==> config.mk <==
export PLATFORM = sky130hd
export DESIGN_NAME = spi_legacy_master
export DESIGN_NICKNAME = d
export VERILOG_FILES = /design/src/rtl/spi_lm_pkg.sv /design/src/rtl/spi_lm_regs.sv /design/src/rtl/spi_lm_baud.sv /design/src/rtl/spi_lm_shift.sv /design/src/rtl/spi_legacy_master.sv
export SDC_FILE = /design/constraint.sdc
export NUM_CORES = 1
export LEC_CHECK = 0
export CORE_ASPECT_RATIO = 0.8
export CORE_UTILIZATION = 35
export CTS_BUF_LIST = sky130_fd_sc_hd__clkbuf_8
export CTS_CLUSTER_SIZE = 16
export DETAILED_ROUTE_END_ITERATION = 6
export SETUP_SLACK_MARGIN = 0.15
export SLEW_MARGIN = 20
export SYNTH_ARGS = -nofsm -noshare
export SYNTH_HDL_FRONTEND = slang
export SYNTH_SLANG_ARGS = --single-unit
==> constraint.sdc <==
create_clock -name clk -period 2.9 [get_ports clk]
set_input_delay 0.725 -clock clk [delete_from_list [all_inputs] [get_ports clk]]
set_output_delay 0.725 -clock clk [all_outputs]
set_load 0.005 [all_outputs]
==> src/rtl/spi_lm_pkg.sv <==
// Package: register offsets, field positions and the divide-code decode
// shared by the register bank, the baud counter and the bench-facing docs.
package spi_lm_pkg;

    localparam int ADDR_W   = 4;
    localparam int DATA_W   = 32;
    localparam int CODE_W   = 5;
    localparam int DIV_W    = 6;
    localparam int BYTE_W   = 8;
    localparam int EDGE_W   = 4;

    localparam logic [ADDR_W-1:0] OFS_CTRL = 4'h0;
    localparam logic [ADDR_W-1:0] OFS_CFG  = 4'h4;
    localparam logic [ADDR_W-1:0] OFS_TX   = 4'h8;
    localparam logic [ADDR_W-1:0] OFS_RX   = 4'hC;

    localparam int BIT_READY = 1;
    localparam int BIT_SEL0  = 16;
    localparam int BIT_LEN   = 5;
    localparam int BIT_PHA   = 6;
    localparam int BIT_POL   = 7;
    localparam int BIT_FLUSH = 9;
    localparam int BIT_QEN   = 17;

    // Half-period length in system clocks for a divide code.
    function automatic logic [DIV_W-1:0] code_to_div(input logic [CODE_W-1:0] code);
        logic [DIV_W-1:0] d;
        if (code[4]) begin
            if (code[3:0] == 4'd0) d = DIV_W'(2);
            else                   d = {1'b0, code[3:0], 1'b0};
        end else if (code < CODE_W'(2)) begin
            d = DIV_W'(2);
        end else begin
            d = {1'b0, code};
        end
        return d;
    endfunction

endpackage

==> src/rtl/spi_lm_regs.sv <==
// Register bank: decodes bus writes into control/config state, raises a
// start pulse for accepted transmit writes and muxes read data.
// Assumes one write strobe per clock and reads that are combinational.
module spi_lm_regs
    import spi_lm_pkg::*;
#(
    parameter int NUM_CS = 4
) (
    input  logic              clk,
    input  logic              rst_n,
    input  logic [ADDR_W-1:0] bus_addr,
    input  logic              bus_wr_en,
    input  logic [DATA_W-1:0] bus_wdata,
    output logic [DATA_W-1:0] bus_rdata,
    input  logic              ready,
    input  logic [BYTE_W-1:0] rx_byte,
    output logic [NUM_CS-1:0] sel_en,
    output logic [CODE_W-1:0] div_code,
    output logic              cfg_pha,
    output logic              cfg_pol,
    output logic              start,
    output logic [BYTE_W-1:0] tx_byte
);

    logic wr_ctrl, wr_cfg, wr_tx;
    logic len_q, qen_q, flush_q;
    logic [BYTE_W-1:0] tx_q;

    // Address decode of the write strobe.
    always_comb begin
        wr_ctrl = bus_wr_en && (bus_addr == OFS_CTRL);
        wr_cfg  = bus_wr_en && (bus_addr == OFS_CFG);
        wr_tx   = bus_wr_en && (bus_addr == OFS_TX);
        start   = wr_tx && ready;
    end

    // Control word: device select enables.
    always_ff @(posedge clk) begin
        if (!rst_n)       sel_en <= '0;
        else if (wr_ctrl) sel_en <= bus_wdata[BIT_SEL0 +: NUM_CS];
    end

    // Configuration word: stored fields.
    always_ff @(posedge clk) begin
        if (!rst_n) begin
            div_code <= '0;
            len_q    <= 1'b0;
            cfg_pha  <= 1'b0;
            cfg_pol  <= 1'b0;
            qen_q    <= 1'b0;
        end else if (wr_cfg) begin
            div_code <= bus_wdata[CODE_W-1:0];
            len_q    <= bus_wdata[BIT_LEN];
            cfg_pha  <= bus_wdata[BIT_PHA];
            cfg_pol  <= bus_wdata[BIT_POL];
            qen_q    <= bus_wdata[BIT_QEN];
        end
    end

    // Flush flag: set by a write, clears itself one clock later.
    always_ff @(posedge clk) begin
        if (!rst_n) flush_q <= 1'b0;
        else        flush_q <= wr_cfg && bus_wdata[BIT_FLUSH];
    end

    // Transmit holding byte, updated only for accepted writes.
    always_ff @(posedge clk) begin
        if (!rst_n)     tx_q <= '0;
        else if (start) tx_q <= bus_wdata[BYTE_W-1:0];
    end

    assign tx_byte = start ? bus_wdata[BYTE_W-1:0] : tx_q;

    // Read data multiplexer.
    always_comb begin
        bus_rdata = '0;
        case (bus_addr)
            OFS_CTRL: begin
                bus_rdata[BIT_READY]          = ready;
                bus_rdata[BIT_SEL0 +: NUM_CS] = sel_en;
            end
            OFS_CFG: begin
                bus_rdata[CODE_W-1:0] = div_code;
                bus_rdata[BIT_LEN]    = len_q;
                bus_rdata[BIT_PHA]    = cfg_pha;
                bus_rdata[BIT_POL]    = cfg_pol;
                bus_rdata[BIT_FLUSH]  = flush_q;
                bus_rdata[BIT_QEN]    = qen_q;
            end
            OFS_TX:  bus_rdata[BYTE_W-1:0] = tx_q;
            OFS_RX:  bus_rdata[BYTE_W-1:0] = rx_byte;
            default: bus_rdata = '0;
        endcase
    end

    AST_FLUSH_CLEARS: assert property (@(posedge clk) disable iff (!rst_n)
        flush_q |=> (!flush_q || $past(bus_wr_en)));

endmodule

==> src/rtl/spi_lm_baud.sv <==
// Baud counter: latches the half-period length at start and pulses tick
// once every D clocks while a byte is in flight.
// Assumes start only arrives while idle.
module spi_lm_baud
    import spi_lm_pkg::*;
(
    input  logic              clk,
    input  logic              rst_n,
    input  logic              start,
    input  logic              busy,
    input  logic [CODE_W-1:0] div_code,
    output logic              tick
);

    logic [DIV_W-1:0] div_q;
    logic [DIV_W-1:0] cnt_q;

    assign tick = busy && (cnt_q == div_q - DIV_W'(1));

    // Latch divider at start; count while busy.
    always_ff @(posedge clk) begin
        if (!rst_n) begin
            div_q <= DIV_W'(2);
            cnt_q <= '0;
        end else if (start) begin
            div_q <= code_to_div(div_code);
            cnt_q <= '0;
        end else if (busy) begin
            cnt_q <= tick ? '0 : cnt_q + DIV_W'(1);
        end else begin
            cnt_q <= '0;
        end
    end

    AST_DIV_MIN: assert property (@(posedge clk) disable iff (!rst_n)
        busy |-> (div_q >= DIV_W'(2)));

    AST_CNT_BOUND: assert property (@(posedge clk) disable iff (!rst_n)
        busy |-> (cnt_q < div_q));

endmodule

==> src/rtl/spi_lm_shift.sv <==
// Shift engine: runs sixteen clock edges per byte, driving data out MSB
// first and sampling data in on the edge chosen by the phase.
// Assumes tick comes from the baud counter and start only while idle.
module spi_lm_shift
    import spi_lm_pkg::*;
(
    input  logic              clk,
    input  logic              rst_n,
    input  logic              start,
    input  logic              tick,
    input  logic [BYTE_W-1:0] tx_byte,
    input  logic              cfg_pha,
    input  logic              cfg_pol,
    input  logic              miso,
    output logic              busy,
    output logic              sclk,
    output logic              mosi,
    output logic [BYTE_W-1:0] rx_byte
);

    localparam logic [EDGE_W-1:0] LAST_EDGE = '1;

    logic              busy_q, sclk_q, pha_q;
    logic [EDGE_W-1:0] edge_q;
    logic [BYTE_W-1:0] tx_q, rx_q, din_q;
    logic              lead, smp, shift_out;
    logic [BYTE_W-1:0] rx_next;

    // Classify the coming edge as leading/trailing and sample/shift.
    always_comb begin
        lead      = (edge_q[0] == 1'b0);
        smp       = lead ^ pha_q;
        shift_out = !smp && !(lead && edge_q == '0);
        rx_next   = {rx_q[BYTE_W-2:0], miso};
    end

    // Edge sequencer with transmit and receive shift registers.
    always_ff @(posedge clk) begin
        if (!rst_n) begin
            busy_q <= 1'b0;
            sclk_q <= 1'b0;
            pha_q  <= 1'b0;
            edge_q <= '0;
            tx_q   <= '0;
            rx_q   <= '0;
            din_q  <= '0;
        end else if (start) begin
            busy_q <= 1'b1;
            pha_q  <= cfg_pha;
            sclk_q <= cfg_pol;
            edge_q <= '0;
            tx_q   <= tx_byte;
            rx_q   <= '0;
        end else if (busy_q && tick) begin
            sclk_q <= ~sclk_q;
            edge_q <= edge_q + EDGE_W'(1);
            if (smp)       rx_q <= rx_next;
            if (shift_out) tx_q <= {tx_q[BYTE_W-2:0], 1'b0};
            if (edge_q == LAST_EDGE) begin
                busy_q <= 1'b0;
                din_q  <= smp ? rx_next : rx_q;
            end
        end else if (!busy_q) begin
            sclk_q <= cfg_pol;
        end
    end

    assign busy    = busy_q;
    assign sclk    = sclk_q;
    assign mosi    = tx_q[BYTE_W-1];
    assign rx_byte = din_q;

    AST_START_IDLE: assert property (@(posedge clk) disable iff (!rst_n)
        start |-> !busy_q);

    AST_READY_DROPS: assert property (@(posedge clk) disable iff (!rst_n)
        start |=> busy_q);

    AST_SCLK_IDLE: assert property (@(posedge clk) disable iff (!rst_n)
        (!busy_q && !start) |=> (sclk_q == $past(cfg_pol)));

    AST_LAST_EDGE_ENDS: assert property (@(posedge clk) disable iff (!rst_n)
        (busy_q && tick && edge_q == LAST_EDGE) |=> !busy_q);

    AST_RX_STABLE_BUSY: assert property (@(posedge clk) disable iff (!rst_n)
        (busy_q && $past(busy_q) && !$fell(busy_q)) |-> $stable(din_q));

endmodule

==> src/rtl/spi_legacy_master.sv <==
// Top level: register bank, baud counter and shift engine of a one-byte,
// single-lane SPI master. Assumes a single clock domain for bus and engine.
module spi_legacy_master
    import spi_lm_pkg::*;
#(
    parameter int NUM_CS = 4
) (
    input  logic              clk,
    input  logic              rst_n,
    input  logic [3:0]        bus_addr,
    input  logic              bus_wr_en,
    input  logic [31:0]       bus_wdata,
    output logic [31:0]       bus_rdata,
    output logic              spi_sclk,
    output logic              spi_mosi,
    input  logic              spi_miso,
    output logic [NUM_CS-1:0] spi_cs_n
);

    logic              busy, start, tick, cfg_pha, cfg_pol;
    logic [NUM_CS-1:0] sel_en;
    logic [CODE_W-1:0] div_code;
    logic [BYTE_W-1:0] tx_byte, rx_byte;

    spi_lm_regs #(.NUM_CS(NUM_CS)) u_regs (
        .clk(clk), .rst_n(rst_n),
        .bus_addr(bus_addr), .bus_wr_en(bus_wr_en),
        .bus_wdata(bus_wdata), .bus_rdata(bus_rdata),
        .ready(!busy), .rx_byte(rx_byte),
        .sel_en(sel_en), .div_code(div_code),
        .cfg_pha(cfg_pha), .cfg_pol(cfg_pol),
        .start(start), .tx_byte(tx_byte)
    );

    spi_lm_baud u_baud (
        .clk(clk), .rst_n(rst_n),
        .start(start), .busy(busy),
        .div_code(div_code), .tick(tick)
    );

    spi_lm_shift u_shift (
        .clk(clk), .rst_n(rst_n),
        .start(start), .tick(tick), .tx_byte(tx_byte),
        .cfg_pha(cfg_pha), .cfg_pol(cfg_pol), .miso(spi_miso),
        .busy(busy), .sclk(spi_sclk), .mosi(spi_mosi),
        .rx_byte(rx_byte)
    );

    // Select outputs are active low.
    assign spi_cs_n = ~sel_en;

    AST_SEL_QUIET: assert property (@(posedge clk) disable iff (!rst_n)
        !(bus_wr_en && bus_addr == OFS_CTRL) |=> $stable(spi_cs_n));

endmodule

==> results_tabular.tex, run 1 <==
\begin{tabular}{lr}
\hline
Metric & Value \\
\hline
\multicolumn{2}{l}{\textbf{Worst setup path}} \\
Crit path DAT & 1.99 ns \\
Setup crit start kind & input pin \\
Startpoint of the worst-slack reg-to-reg timing path & u\_baud.div\_q[0] \\
Endpoint required time on the critical path & 2.17 ns \\
CP Capture Type & output port \\
Worst Setup Path Type & input pin to output port \\
Maximum fanout along the worst path & 4 \\
Reg-to-Reg End & u\_shift.rx\_byte[5] \\
Count of cells along the worst register-to-register path & 8 \\
Register-to-register path setup slack & 0.46 ns \\
\multicolumn{2}{l}{\textbf{Clocking}} \\
Clock buffers created by TritonCTS & 9 \\
Buffer cell driving the clock tree root & clkbuf\_8 \\
H-tree levels & 3 \\
Bufs on Longest Clock Path & 2 \\
Latest clock arrival within the worst-skew pair & 0.34 ns \\
CTS Sinks & 64 \\
CTS tree & yes \\
Reg clk slew, reported paths & 0.06 ns \\
\multicolumn{2}{l}{\textbf{Global route}} \\
Antenna violations before repair & 0 \\
Via count of the first global-routing pass & 2510 \\
Wire length of the first global-routing pass & 12020 µm \\
Global route overflow & 0 \\
GRT Resource Usage Total & 0.1663 \\
Largest net degree at the start of global routing & 25 \\
\multicolumn{2}{l}{\textbf{Route}} \\
Post-detailed-route DRC marker count & 0 \\
Via density & 4.970 \\
Routed length per placed instance & 13.50 µm \\
Count of vias placed by the detailed router & 2689 \\
Number of iterations in the first detailed-routing pass & 5 \\
Initial DRC Count & 147 \\
Antenna violation net count after detailed routing & 0 \\
Overall routed net length & 7302 µm \\
\multicolumn{2}{l}{\textbf{Timing}} \\
Final setup skew & 0.007792 ns \\
Highest attainable clock frequency & 0.3683 GHz \\
Number of failing setup endpoints in the final timing report & 0 \\
Slew margin rel. & 0.4806 \\
RSZ-0062 raised after global routing & true \\
Period utilization & 0.9361 \\
Least-Margin Pin Slew & 0.7766 ns \\
Max-slew violation count & 0 \\
Number of failing hold endpoints at the final stage & 0 \\
Final setup TNS & 0 ns \\
Minimum clock period & 2.715 ns \\
\multicolumn{2}{l}{\textbf{Layout}} \\
Area grow syn2layout & 27.70\% \\
Post-route cell area & 4038 µm² \\
Layout Nets & 469 \\
Share of final-layout standard cells stronger than drive strength 1 & 0.1865 \\
Final Instance Count excl. Fillers & 541 \\
Ant diodes & 0 \\
Post-layout util & 0.4677 \\
Fill cell count & 865 \\
\multicolumn{2}{l}{\textbf{Floorplan}} \\
Area of the die & 9420 µm² \\
DIE HEIGHT & 87.01 µm \\
Placeable core region & 8633 µm² \\
Num ports & 78 \\
Initial Utilization & 0.3662 \\
\# rows & 30 \\
Horizontal extent of the die & 108.3 µm \\
\multicolumn{2}{l}{\textbf{Synth}} \\
Share of synthesized area spent on multiplexers & 0.07915 \\
Post-synthesis sequential area ratio & 0.4052 \\
FFs w/ async S/R, synth & 0 \\
Prevailing post-synth register cell & dfxtp\_1 \\
Share of the synthesized area in compound gates (AO/OA/AOI/OAI) & 0.1698 \\
Post-synthesis share of cell area spent on and, or, nand and nor gates & 0.1927 \\
Synthesized area per cell & 8.734 µm² \\
Yosys warns & 0 \\
Count of flip-flops with a built-in enable after synthesis & 0 \\
Distinct cells, synth & 47 \\
Xor/xnor cell area share of the yosys netlist & 0.04393 \\
Post-synthesis instance area & 3162 µm² \\
Number of instances in the synthesized netlist & 362 \\
Synthesis-stage register bit count & 64 \\
Largest family of logic cells by synthesized area & simple AND/OR/NAND/NOR gates \\
Adder-Cell Fraction of Synth Area & 0.01583 \\
\multicolumn{2}{l}{\textbf{Placement}} \\
Count of buffers from port buffering & 39 \\
Cells after DPL & 513 \\
Placed cell areas & 3739 µm² \\
Final RePlAce weighted congestion & 0.7756 \\
Post-detailed-placement half-perimeter wirelength & 5066 µm \\
\multicolumn{2}{l}{\textbf{Power}} \\
Max rail drop VDD & 0.2734 mV \\
Leakage & 1.645 nW \\
Power per cell area & 446.4 nW/µm² \\
\multicolumn{2}{l}{\textbf{Hold path}} \\
Worst Hold Class & flip-flop to flip-flop \\
Hold path depth & 2 \\
Min-Delay Endpoint & u\_regs.sel\_en[0] \\
Worst Hold Launch & u\_regs.sel\_en[0] \\
\multicolumn{2}{l}{\textbf{Run status}} \\
Run status & completed \\
\multicolumn{2}{l}{\textbf{Job}} \\
Max-cap check violation count & 0 \\
\hline
\end{tabular}
==> layout by cell type (no fill, tap or decap), drive strengths merged, types with 5 or more instances in the layout <==
cell type,netlist,final
a21boi,23,23
a21oi,13,13
a222oi,7,7
buf,22,42
clkbuf,18,15
clkdlybuf4s50,0,22
conb,1,19
dfxtp,64,64
inv,18,18
mux2i,25,25
nand2,53,53
nand3,19,19
nor2,21,21
nor3,10,10
o21ai,12,12
o221a,8,8
xnor2,10,10
xor2,5,5
==> per-stage QoR <==
step,hold WS (ns),power [mW],setup WS [ns]
after floorplan,0.4429,0.9766,0.3838
after CTS,0.4734,1.816,0.1415
after detailed placement,0.4643,1.020,-0.3957
after global routing,0.4963,1.876,0.1193
final,0.4663,1.802,0.1852
after global placement,0.4543,1.019,-0.4075
==> routing by layer <==
metal | up-vias | wire [µm] | global-route usage
met5 | - | 0 | 0
met2 | 83 | 3126 | 0.2548
met3 | 8 | 515 | 0.05834
li1 | 1349 | - | -
met4 | 0 | 78 | 0.04177
met1 | 1249 | 3582 | 0.2229
==> worst max-delay path, cell delays in order <==
cell and delay, ns:
buf_2 0.14, buf_4 0.14, nor4b_4 0.38, buf_6 0.18
buf_4 0.11, a222oi_1 0.06, inv_1 0.06, clkdlybuf4s15_2 0.19
==> state kept, by name, summed over array words and instances (netlist names) <==
signal and count:
u_baud.cnt_q 6, u_baud.div_q 5, u_regs.cfg_pha 1, u_regs.cfg_pol 1, u_regs.div_code 5, u_regs.flush_q 1
u_regs.len_q 1, u_regs.qen_q 1, u_regs.sel_en 4, u_regs.tx_q 8, u_shift.busy 1, u_shift.edge_q 4
u_shift.pha_q 1, u_shift.rx_byte 8, u_shift.rx_q 8, u_shift.sclk 1, u_shift.tx_q 8
==> cell usage after synthesis (all sizes together) (12+ instances only) <==
| master | number | share of area |
|---|---|---|
| o21ai | 12 | 0.019 |
| nand2 | 53 | 0.063 |
| nor2 | 21 | 0.026 |
| clkbuf | 18 | 0.021 |
| a21oi | 13 | 0.021 |
| a21boi | 23 | 0.055 |
| buf | 22 | 0.049 |
| nand3 | 19 | 0.030 |
| inv | 18 | 0.021 |
| mux2i | 25 | 0.079 |
| dfxtp | 64 | 0.41 |
==> where the power goes <==
group          total (mW)  internal, mW  switching (mW)
logic               0.118        0.0587          0.0595
registers           0.892         0.886         0.00576
clock network       0.792         0.460           0.332
==> repair_timing <==
item | 4_1_cts | 5_1_grt
pin swaps | 4 | 4
buffers inserted | 12 | 0
hold buffers | 0 | 0
cloned | 1 | 0
resized for setup | 48 | 10
endpoints found under the setup margin | 13 | 13
==> kinds of logic after synthesis <==
group                    after synthesis
XOR/XNOR                              15
other                                  1
multiplexers                          25
buffers and inverters                 58
AO/OA/AOI/OAI                         71
adder cells (fa/ha/maj)                4
flip-flops                            64
AND/OR/NAND/NOR                      124
==> cell type report <==
type | count | area [µm²] | area share
inverter | 18 | 67.56 | 0.01673
tap | 112 | 140.1 | 0.03471
multi-input combinational | 258 | 1699 | 0.4208
sequential | 64 | 1281 | 0.3173
clock buffer | 12 | 165.2 | 0.04090
timing repair buffer | 74 | 644.4 | 0.1596
clock inverter | 3 | 40.04 | 0.009916
==> worst max-delay path by stage <==
stage,startpoint,end,slack (ns),cells past startpoint
5_1_grt,bus_addr[0],bus_rdata[2],0.12,8
4_1_cts,bus_addr[1],bus_rdata[1],0.14,7
2_1_floorplan,bus_addr[2],bus_rdata[1],0.38,4
3_3_place_gp,bus_addr[1],bus_rdata[3],-0.41,7
3_5_place_dp,bus_addr[2],bus_rdata[1],-0.40,6
6_report,bus_addr[0],bus_rdata[2],0.19,8
(Power assumes the default switching activity.)
==> inputs of run 2 (changes only) <==
--- a/config.mk
+++ b/config.mk
@@ -6,10 +6,12 @@
 export NUM_CORES = 1
 export LEC_CHECK = 0
 export CORE_ASPECT_RATIO = 0.8
-export CORE_UTILIZATION = 35
+export CORE_MARGIN = 3
+export CORE_UTILIZATION = 51
 export CTS_BUF_LIST = sky130_fd_sc_hd__clkbuf_8
-export CTS_CLUSTER_SIZE = 16
+export CTS_CLUSTER_SIZE = 25
 export DETAILED_ROUTE_END_ITERATION = 6
+export PLACE_DENSITY = 0.82
 export SETUP_SLACK_MARGIN = 0.15
 export SLEW_MARGIN = 20
 export SYNTH_ARGS = -nofsm -noshare
==> run 2 against run 1 <==
Against the previous run:
- the run now ends with DRC left
- via count grew 6.8%
- first-iteration DRC count grew 40%
- register-to-register slack got worse by 0.04 ns
==> results_tabular.tex, run 2 (same netlist as run 1, synthesis figures left out) <==
\begin{tabular}{lr}
\hline
Metric & Value \\
\hline
\multicolumn{2}{l}{\textbf{Worst setup path}} \\
Startpoint of the worst-slack reg-to-reg timing path & u\_baud.div\_q[0] (unchanged) \\
Setup crit start kind & input pin (unchanged) \\
Buffers \& Inverters on Critical Path & 5 (was 6) \\
Count of cells along the worst register-to-register path & 8 (unchanged) \\
Worst Setup Path Type & input pin to output port (unchanged) \\
Maximum fanout along the worst path & 6 (was 4) \\
Register-to-register path setup slack & 0.42 ns (was 0.46 ns) \\
Slowest stage cell, crit path & a222oi\_1 (was nor4b\_4) \\
Destination of the critical timing path & bus\_rdata[3] (was bus\_rdata[2]) \\
Endpoint required time on the critical path & 2.17 ns (about the same) \\
Stages on worst setup path & 7 (was 8) \\
Source of the critical timing path & bus\_addr[2] (was bus\_addr[0]) \\
Reg-to-Reg End & u\_shift.rx\_byte[0] (was u\_shift.rx\_byte[5]) \\
List of cells traversed by the critical path & buf\_4 > nor4bb\_4 > buf\_4 > buf\_12 > a222oi\_1 > inv\_1 > clkdlybuf4s15\_1 (was buf\_2 > buf\_4 > nor4b\_4 > buf\_6 > buf\_4 > a222oi\_1 > inv\_1 > clkdlybuf4s15\_2) \\
Stage delay of the slowest cell on the critical path & 0.38 ns (about the same) \\
CP most frequent cell & buf\_4 (unchanged) \\
Gate family responsible for the most delay along the worst path & buffers and inverters (unchanged) \\
CP Capture Type & output port (unchanged) \\
Crit path DAT & 2.02 ns (was 1.99 ns) \\
\multicolumn{2}{l}{\textbf{Clocking}} \\
Clock buffers created by TritonCTS & 9 (unchanged) \\
CTS Sinks & 64 (unchanged) \\
Latest clock arrival within the worst-skew pair & 0.35 ns (was 0.34 ns) \\
CTS tree & yes (unchanged) \\
Buffer cell driving the clock tree root & clkbuf\_8 (unchanged) \\
H-tree levels & 3 (unchanged) \\
Bufs on Longest Clock Path & 2 (unchanged) \\
Reg clk slew, reported paths & 0.07 ns (was 0.06 ns) \\
\multicolumn{2}{l}{\textbf{Floorplan}} \\
Placeable core region & 5705 µm² (was 8633 µm²) \\
\# rows & 24 (was 30) \\
DIE HEIGHT & 76.43 µm (was 87.01 µm) \\
Area of the die & 7186 µm² (was 9420 µm²) \\
Num ports & 78 (unchanged) \\
Horizontal extent of the die & 94.03 µm (was 108.3 µm) \\
Initial Utilization & 0.5542 (was 0.3662) \\
\multicolumn{2}{l}{\textbf{Timing}} \\
Final critical-path setup slack & 0.1539 ns (was 0.1852 ns) \\
Number of failing setup endpoints in the final timing report & 0 (unchanged) \\
Number of failing hold endpoints at the final stage & 0 (unchanged) \\
Final setup skew & 0.008129 ns (was 0.007792 ns) \\
Slew margin rel. & 0.5666 (was 0.4806) \\
Worst hold slack after final layout & 0.4714 ns (was 0.4663 ns) \\
RSZ-0062 raised after global routing & true (unchanged) \\
Highest attainable clock frequency & 0.3642 GHz (was 0.3683 GHz) \\
Max-slew violation count & 0 (unchanged) \\
Period utilization & 0.9469 (was 0.9361) \\
Least-Margin Pin Slew & 0.6400 ns (was 0.7766 ns) \\
Minimum clock period & 2.746 ns (was 2.715 ns) \\
\multicolumn{2}{l}{\textbf{Route}} \\
Overall routed net length & 7781 µm (was 7302 µm) \\
Initial DRC Count & 206 (was 147) \\
Count of vias placed by the detailed router & 2872 (was 2689) \\
Post-detailed-route DRC marker count & 2 (was 0) \\
Routed length per placed instance & 15.23 µm (was 13.50 µm) \\
Via density & 5.620 (was 4.970) \\
Number of iterations in the first detailed-routing pass & 7 (was 5) \\
Antenna violation net count after detailed routing & 0 (unchanged) \\
\multicolumn{2}{l}{\textbf{Layout}} \\
Area grow syn2layout & 27.03\% (was 27.70\%) \\
Post-route cell area & 4016 µm² (was 4038 µm²) \\
Layout Nets & 472 (was 469) \\
Most used cells in the layout excluding fill and tap cells & dfxtp\_1, nand2\_1, buf\_4 (unchanged) \\
Area occupied by registers & 1281 µm² (unchanged) \\
Ant diodes & 0 (unchanged) \\
Most common library cell in the layout ignoring fill and taps & dfxtp\_1 (unchanged) \\
Share of final-layout standard cells stronger than drive strength 1 & 0.1824 (was 0.1865) \\
Area occupied by multi-input gates & 1717 µm² (was 1699 µm²) \\
Fill cell count & 451 (was 865) \\
\multicolumn{2}{l}{\textbf{Hold path}} \\
Worst Hold Class & flip-flop to flip-flop (unchanged) \\
\multicolumn{2}{l}{\textbf{Placement}} \\
Final RePlAce weighted congestion & 0.8369 (was 0.7756) \\
Count of buffers from port buffering & 39 (unchanged) \\
Post-detailed-placement half-perimeter wirelength & 5196 µm (was 5066 µm) \\
Placed cell areas & 3684 µm² (was 3739 µm²) \\
Setup slack at placement & -0.4079 ns (was -0.3957 ns) \\
\multicolumn{2}{l}{\textbf{Power}} \\
Leakage & 1.683 nW (was 1.645 nW) \\
Max rail drop VDD & 0.3291 mV (was 0.2734 mV) \\
Power per cell area & 432.6 nW/µm² (was 446.4 nW/µm²) \\
\multicolumn{2}{l}{\textbf{Global route}} \\
Via count of the first global-routing pass & 2601 (was 2510) \\
Wire length of the first global-routing pass & 12470 µm (was 12020 µm) \\
Largest net degree at the start of global routing & 25 (unchanged) \\
GRT Resource Usage Total & 0.2181 (was 0.1663) \\
Global route overflow & 0 (unchanged) \\
Antenna violations before repair & 0 (unchanged) \\
\multicolumn{2}{l}{\textbf{Run status}} \\
Violations in the final reports & DRC \\
Run status & complete, but fails checks (was completed) \\
\multicolumn{2}{l}{\textbf{Job}} \\
Max-cap check violation count & 0 (unchanged) \\
\hline
\end{tabular}
[run 2: cell types whose count changed in the layout (fill, tap and decap cells not counted), sizes merged]
cell,previous run,this run
clkbuf,15,12
clkdlybuf4s15,4,1
dlygate4sd2,0,3
inv,18,21
clkdlybuf4s50,22,24
buf,42,43
clkinv,2,3
[run 2: final cells by class]
class,instances,share of cell area
clock buffers,9,0.03084
multi-input cells,258,0.4274
inverters,18,0.01682
repair buffers,77,0.1676
clock inverters,7,0.01402
well taps,78,0.02430
flip-flops and latches,64,0.3190
[run 2: layer usage]
layer,up-vias,track usage,wire [µm]
met3,16,0.06022,623
met1,1366,0.2929,3325
li1,1355,-,-
met5,-,0,0
met2,135,0.3225,3664
met4,0,0.1010,167
[run 2: worst min-delay path by stage]
stage | from | endpoint | depth (start not counted)
global placement | u_regs.sel_en[1] | u_regs.sel_en[1] | 2
floorplan | u_regs.len_q | u_regs.len_q | 2
global route | u_regs.sel_en[3] | u_regs.sel_en[3] | 2
detailed placement | u_regs.tx_q[2] | u_regs.tx_q[2] | 2
CTS | u_regs.tx_q[2] | u_regs.tx_q[2] | 2
finish | u_regs.tx_q[4] | u_regs.tx_q[4] | 2
[run 2: metrics by stage]
step,power (mW),cells,setup TNS (ns),utilization
final,1.737,511,0,0.7039
after global routing,1.796,511,0,0.7039
after CTS,1.735,506,0,0.6917
after detailed placement,1.016,479,-4.098,0.6456
after global placement,1.015,479,-3.864,0.6456
after floorplan,0.9766,380,0,-
[run 2: tightest hold or removal path: cells and delay by family (launching register included)]
family	cells	cell delay, ns
DFF	1	0.31
and+or+nand+nor	1	0.05
AOI/OAI and AO/OA	1	0.07
[run 2: power breakdown]
group	switching (mW)	internal (mW)	leakage [nW]
Sequential	0.00598	0.886	0.516
Clock	0.338	0.383	0.107
Combinational	0.0621	0.0623	1.06
Total	0.406	1.33	1.68
[run 2: what timing repair did]
action / in CTS / in global routing
setup endpoints to repair: 13 / 9
buffers inserted: 10 / 5
gates resized for setup: 42 / 17
hold buffers: 0 / 0
gates cloned: 1 / 0
endpoints found under the hold margin: 0 / 0
pin swaps: 8 / 4
==> inputs of run 3 (changes only) <==
--- a/config.mk
+++ b/config.mk
@@ -6,11 +6,11 @@
 export NUM_CORES = 1
 export LEC_CHECK = 0
 export CORE_ASPECT_RATIO = 0.8
-export CORE_MARGIN = 3
 export CORE_UTILIZATION = 51
 export CTS_BUF_LIST = sky130_fd_sc_hd__clkbuf_8
 export CTS_CLUSTER_SIZE = 25
 export DETAILED_ROUTE_END_ITERATION = 6
+export MAX_ROUTING_LAYER = met4
 export PLACE_DENSITY = 0.82
 export SETUP_SLACK_MARGIN = 0.15
 export SLEW_MARGIN = 20
==> run 3 against run 2 <==
Against the previous run:
- the run now ends clean
- total power grew 12%
- sequential power about the same
- die area shrank 9.3%
- clock power rose by 30%
- critical endpoint is now bus_rdata[1]
- largest cell class unchanged
- largest power group is now clock
==> results_tabular.tex, run 3 (same netlist as run 1, synthesis figures left out) <==
\begin{tabular}{lr}
\hline
Metric & Value \\
\hline
\multicolumn{2}{l}{\textbf{Worst setup path}} \\
CP Capture Type & output port (unchanged) \\
Worst Setup Path Type & input pin to output port (unchanged) \\
Crit path DAT & 2.02 ns (about the same) \\
Maximum fanout along the worst path & 4 (was 6) \\
Setup crit start kind & input pin (unchanged) \\
Endpoint required time on the critical path & 2.17 ns (about the same) \\
\multicolumn{2}{l}{\textbf{Clocking}} \\
Latest clock arrival within the worst-skew pair & 0.35 ns (about the same) \\
CTS Sinks & 64 (unchanged) \\
H-tree levels & 3 (unchanged) \\
CTS tree & yes (unchanged) \\
Reg clk slew, reported paths & 0.07 ns (about the same) \\
Clock buffers created by TritonCTS & 9 (unchanged) \\
Buffer cell driving the clock tree root & clkbuf\_8 (unchanged) \\
Bufs on Longest Clock Path & 2 (unchanged) \\
\multicolumn{2}{l}{\textbf{Timing}} \\
RSZ-0062 raised after global routing & true (unchanged) \\
Slew margin rel. & 0.5478 (was 0.5666) \\
Least-Margin Pin Slew & 0.6763 ns (was 0.6400 ns) \\
Period utilization & 0.9482 (was 0.9469) \\
Final setup skew & 0.006616 ns (was 0.008129 ns) \\
Max-slew violation count & 0 (unchanged) \\
Number of failing hold endpoints at the final stage & 0 (unchanged) \\
Number of failing setup endpoints in the final timing report & 0 (unchanged) \\
Highest attainable clock frequency & 0.3637 GHz (was 0.3642 GHz) \\
Worst hold slack after final layout & 0.4679 ns (was 0.4714 ns) \\
Minimum clock period & 2.750 ns (was 2.746 ns) \\
Final setup TNS & 0 ns (unchanged) \\
Final critical-path setup slack & 0.1503 ns (was 0.1539 ns) \\
\multicolumn{2}{l}{\textbf{Layout}} \\
Ant diodes & 0 (unchanged) \\
Most common library cell in the layout ignoring fill and taps & dfxtp\_1 (unchanged) \\
Area grow syn2layout & 28.10\% (was 27.03\%) \\
Layout Nets & 470 (was 472) \\
Share of final-layout standard cells stronger than drive strength 1 & 0.1763 (was 0.1824) \\
Most used cells in the layout excluding fill and tap cells & dfxtp\_1, nand2\_1, buf\_4 (unchanged) \\
\multicolumn{2}{l}{\textbf{Placement}} \\
Final RePlAce weighted congestion & 0.8192 (was 0.8369) \\
Count of buffers from port buffering & 39 (unchanged) \\
Post-detailed-placement half-perimeter wirelength & 4984 µm (was 5196 µm) \\
Setup slack at placement & -0.3704 ns (was -0.4079 ns) \\
\multicolumn{2}{l}{\textbf{Power}} \\
PnR Total Power & 1.950 mW (was 1.737 mW) \\
Share of total power consumed by net switching & 0.2237 (was 0.2337) \\
Leakage & 1.673 nW (was 1.683 nW) \\
Max rail drop VDD & 0.4841 mV (was 0.3291 mV) \\
Clock power frac & 0.482 (was 0.415) \\
Power per cell area & 481.6 nW/µm² (was 432.6 nW/µm²) \\
Combinational group share of total power & 0.061 (was 0.072) \\
Net switching component of the power & 0.4363 mW (was 0.4061 mW) \\
Cell Int Power & 1.514 mW (was 1.331 mW) \\
Sequential share of power & 0.457 (was 0.514) \\
\multicolumn{2}{l}{\textbf{Hold path}} \\
Worst Hold Class & flip-flop to flip-flop (unchanged) \\
\multicolumn{2}{l}{\textbf{Floorplan}} \\
\# rows & 25 (was 24) \\
Placeable core region & 5943 µm² (was 5705 µm²) \\
Area of the die & 6520 µm² (was 7186 µm²) \\
Initial Utilization & 0.5320 (was 0.5542) \\
DIE HEIGHT & 72.43 µm (was 76.43 µm) \\
Horizontal extent of the die & 90.03 µm (was 94.03 µm) \\
Num ports & 78 (unchanged) \\
\multicolumn{2}{l}{\textbf{Route}} \\
Count of vias placed by the detailed router & 2763 (was 2872) \\
Overall routed net length & 7601 µm (was 7781 µm) \\
Routed length per placed instance & 14.85 µm (was 15.23 µm) \\
Antenna violation net count after detailed routing & 0 (unchanged) \\
Number of iterations in the first detailed-routing pass & 5 (was 7) \\
Via density & 5.396 (was 5.620) \\
Post-detailed-route DRC marker count & 0 (was 2) \\
Initial DRC Count & 266 (was 206) \\
\multicolumn{2}{l}{\textbf{Global route}} \\
Global route overflow & 0 (unchanged) \\
GRT Resource Usage Total & 0.2498 (was 0.2181) \\
Antenna violations before repair & 0 (unchanged) \\
Largest net degree at the start of global routing & 30 (was 25) \\
Via count of the first global-routing pass & 2566 (was 2601) \\
Wire length of the first global-routing pass & 12360 µm (was 12470 µm) \\
\multicolumn{2}{l}{\textbf{Run status}} \\
Run status & completed (was complete, but fails checks) \\
\multicolumn{2}{l}{\textbf{Job}} \\
Max-cap check violation count & 0 (unchanged) \\
\hline
\end{tabular}
[run 3: cell types whose count changed in the layout (fill, tap and decap cells not counted), moves of 2 or more]
cell / before / now
buf_6: 3 / 1
bufinv_16: 1 / 3
inv_1: 20 / 18
clkbuf_4: 2 / 0
clkinv_2: 3 / 0
clkinvlp_4: 0 / 4
dlygate4sd2_1: 3 / 7
[run 3: worst paths after layout]
kind                         start            endpoint  slack, ns  cells past startpoint
setup / recovery       bus_addr[3]        bus_rdata[1]       0.15                      8
hold / removal    u_regs.sel_en[2]    u_regs.sel_en[2]       0.47                      2
setup reg to reg   u_baud.div_q[0]  u_shift.rx_byte[3]       0.38                      8
hold reg to reg   u_regs.sel_en[2]    u_regs.sel_en[2]       0.47                      2
[run 3: layer usage]
metal / wire length, µm / global-route usage / share of wire / vias to the layer above
met5: 0 / - / 0 / -
met4: 165 / 0.1004 / 0.022 / 0
met3: 483 / 0.06813 / 0.064 / 15
met2: 3533 / 0.3851 / 0.46 / 100
met1: 3418 / 0.3128 / 0.45 / 1296
li1: - / - / - / 1352
[run 3: layout make-up]
class | instances | area (µm²)
clock inverter | 7 | 120.1
inverter | 18 | 67.56
multi-input combinational | 258 | 1702
clock buffer | 9 | 123.9
fill | 480 | 1893
tap | 81 | 101.3
sequential | 64 | 1281
timing repair buffer | 75 | 654.4
[run 3: what timing repair did]
action / CTS / global route
pin swaps: 4 / 2
setup buffers: 11 / 2
resized for setup: 34 / 8
endpoints found under the setup margin: 13 / 10
hold buffers: 0 / 0
gates cloned: 2 / 0
[run 3: power by group through the flow]
stage,Sequential (mW),Clock [mW],Combinational [mW]
after floorplan,0.910,0,0.0666
after global routing,0.892,0.988,0.129
after detailed placement,0.912,0,0.105
after global placement,0.911,0,0.103
after CTS,0.892,0.945,0.115
final,0.892,0.940,0.119
[run 3: stage by stage]
| stage | utilization | instances | instance area, µm² |
|---|---|---|---|
| after floorplan | - | 380 | 3229 |
| after global placement | 0.6192 | 481 | 3680 |
| after detailed placement | 0.6192 | 481 | 3680 |
| after CTS | 0.6775 | 510 | 4026 |
| after global routing | 0.6815 | 512 | 4050 |
| final | 0.6815 | 512 | 4050 |
[run 3: worst max-delay path: stages]
cell and delay, ns:
buf_2 0.13, buf_4 0.14, nor4b_4 0.33, buf_6 0.18, buf_4 0.11, buf_4 0.09, a221o_1 0.13, clkdlybuf4s15_2 0.20
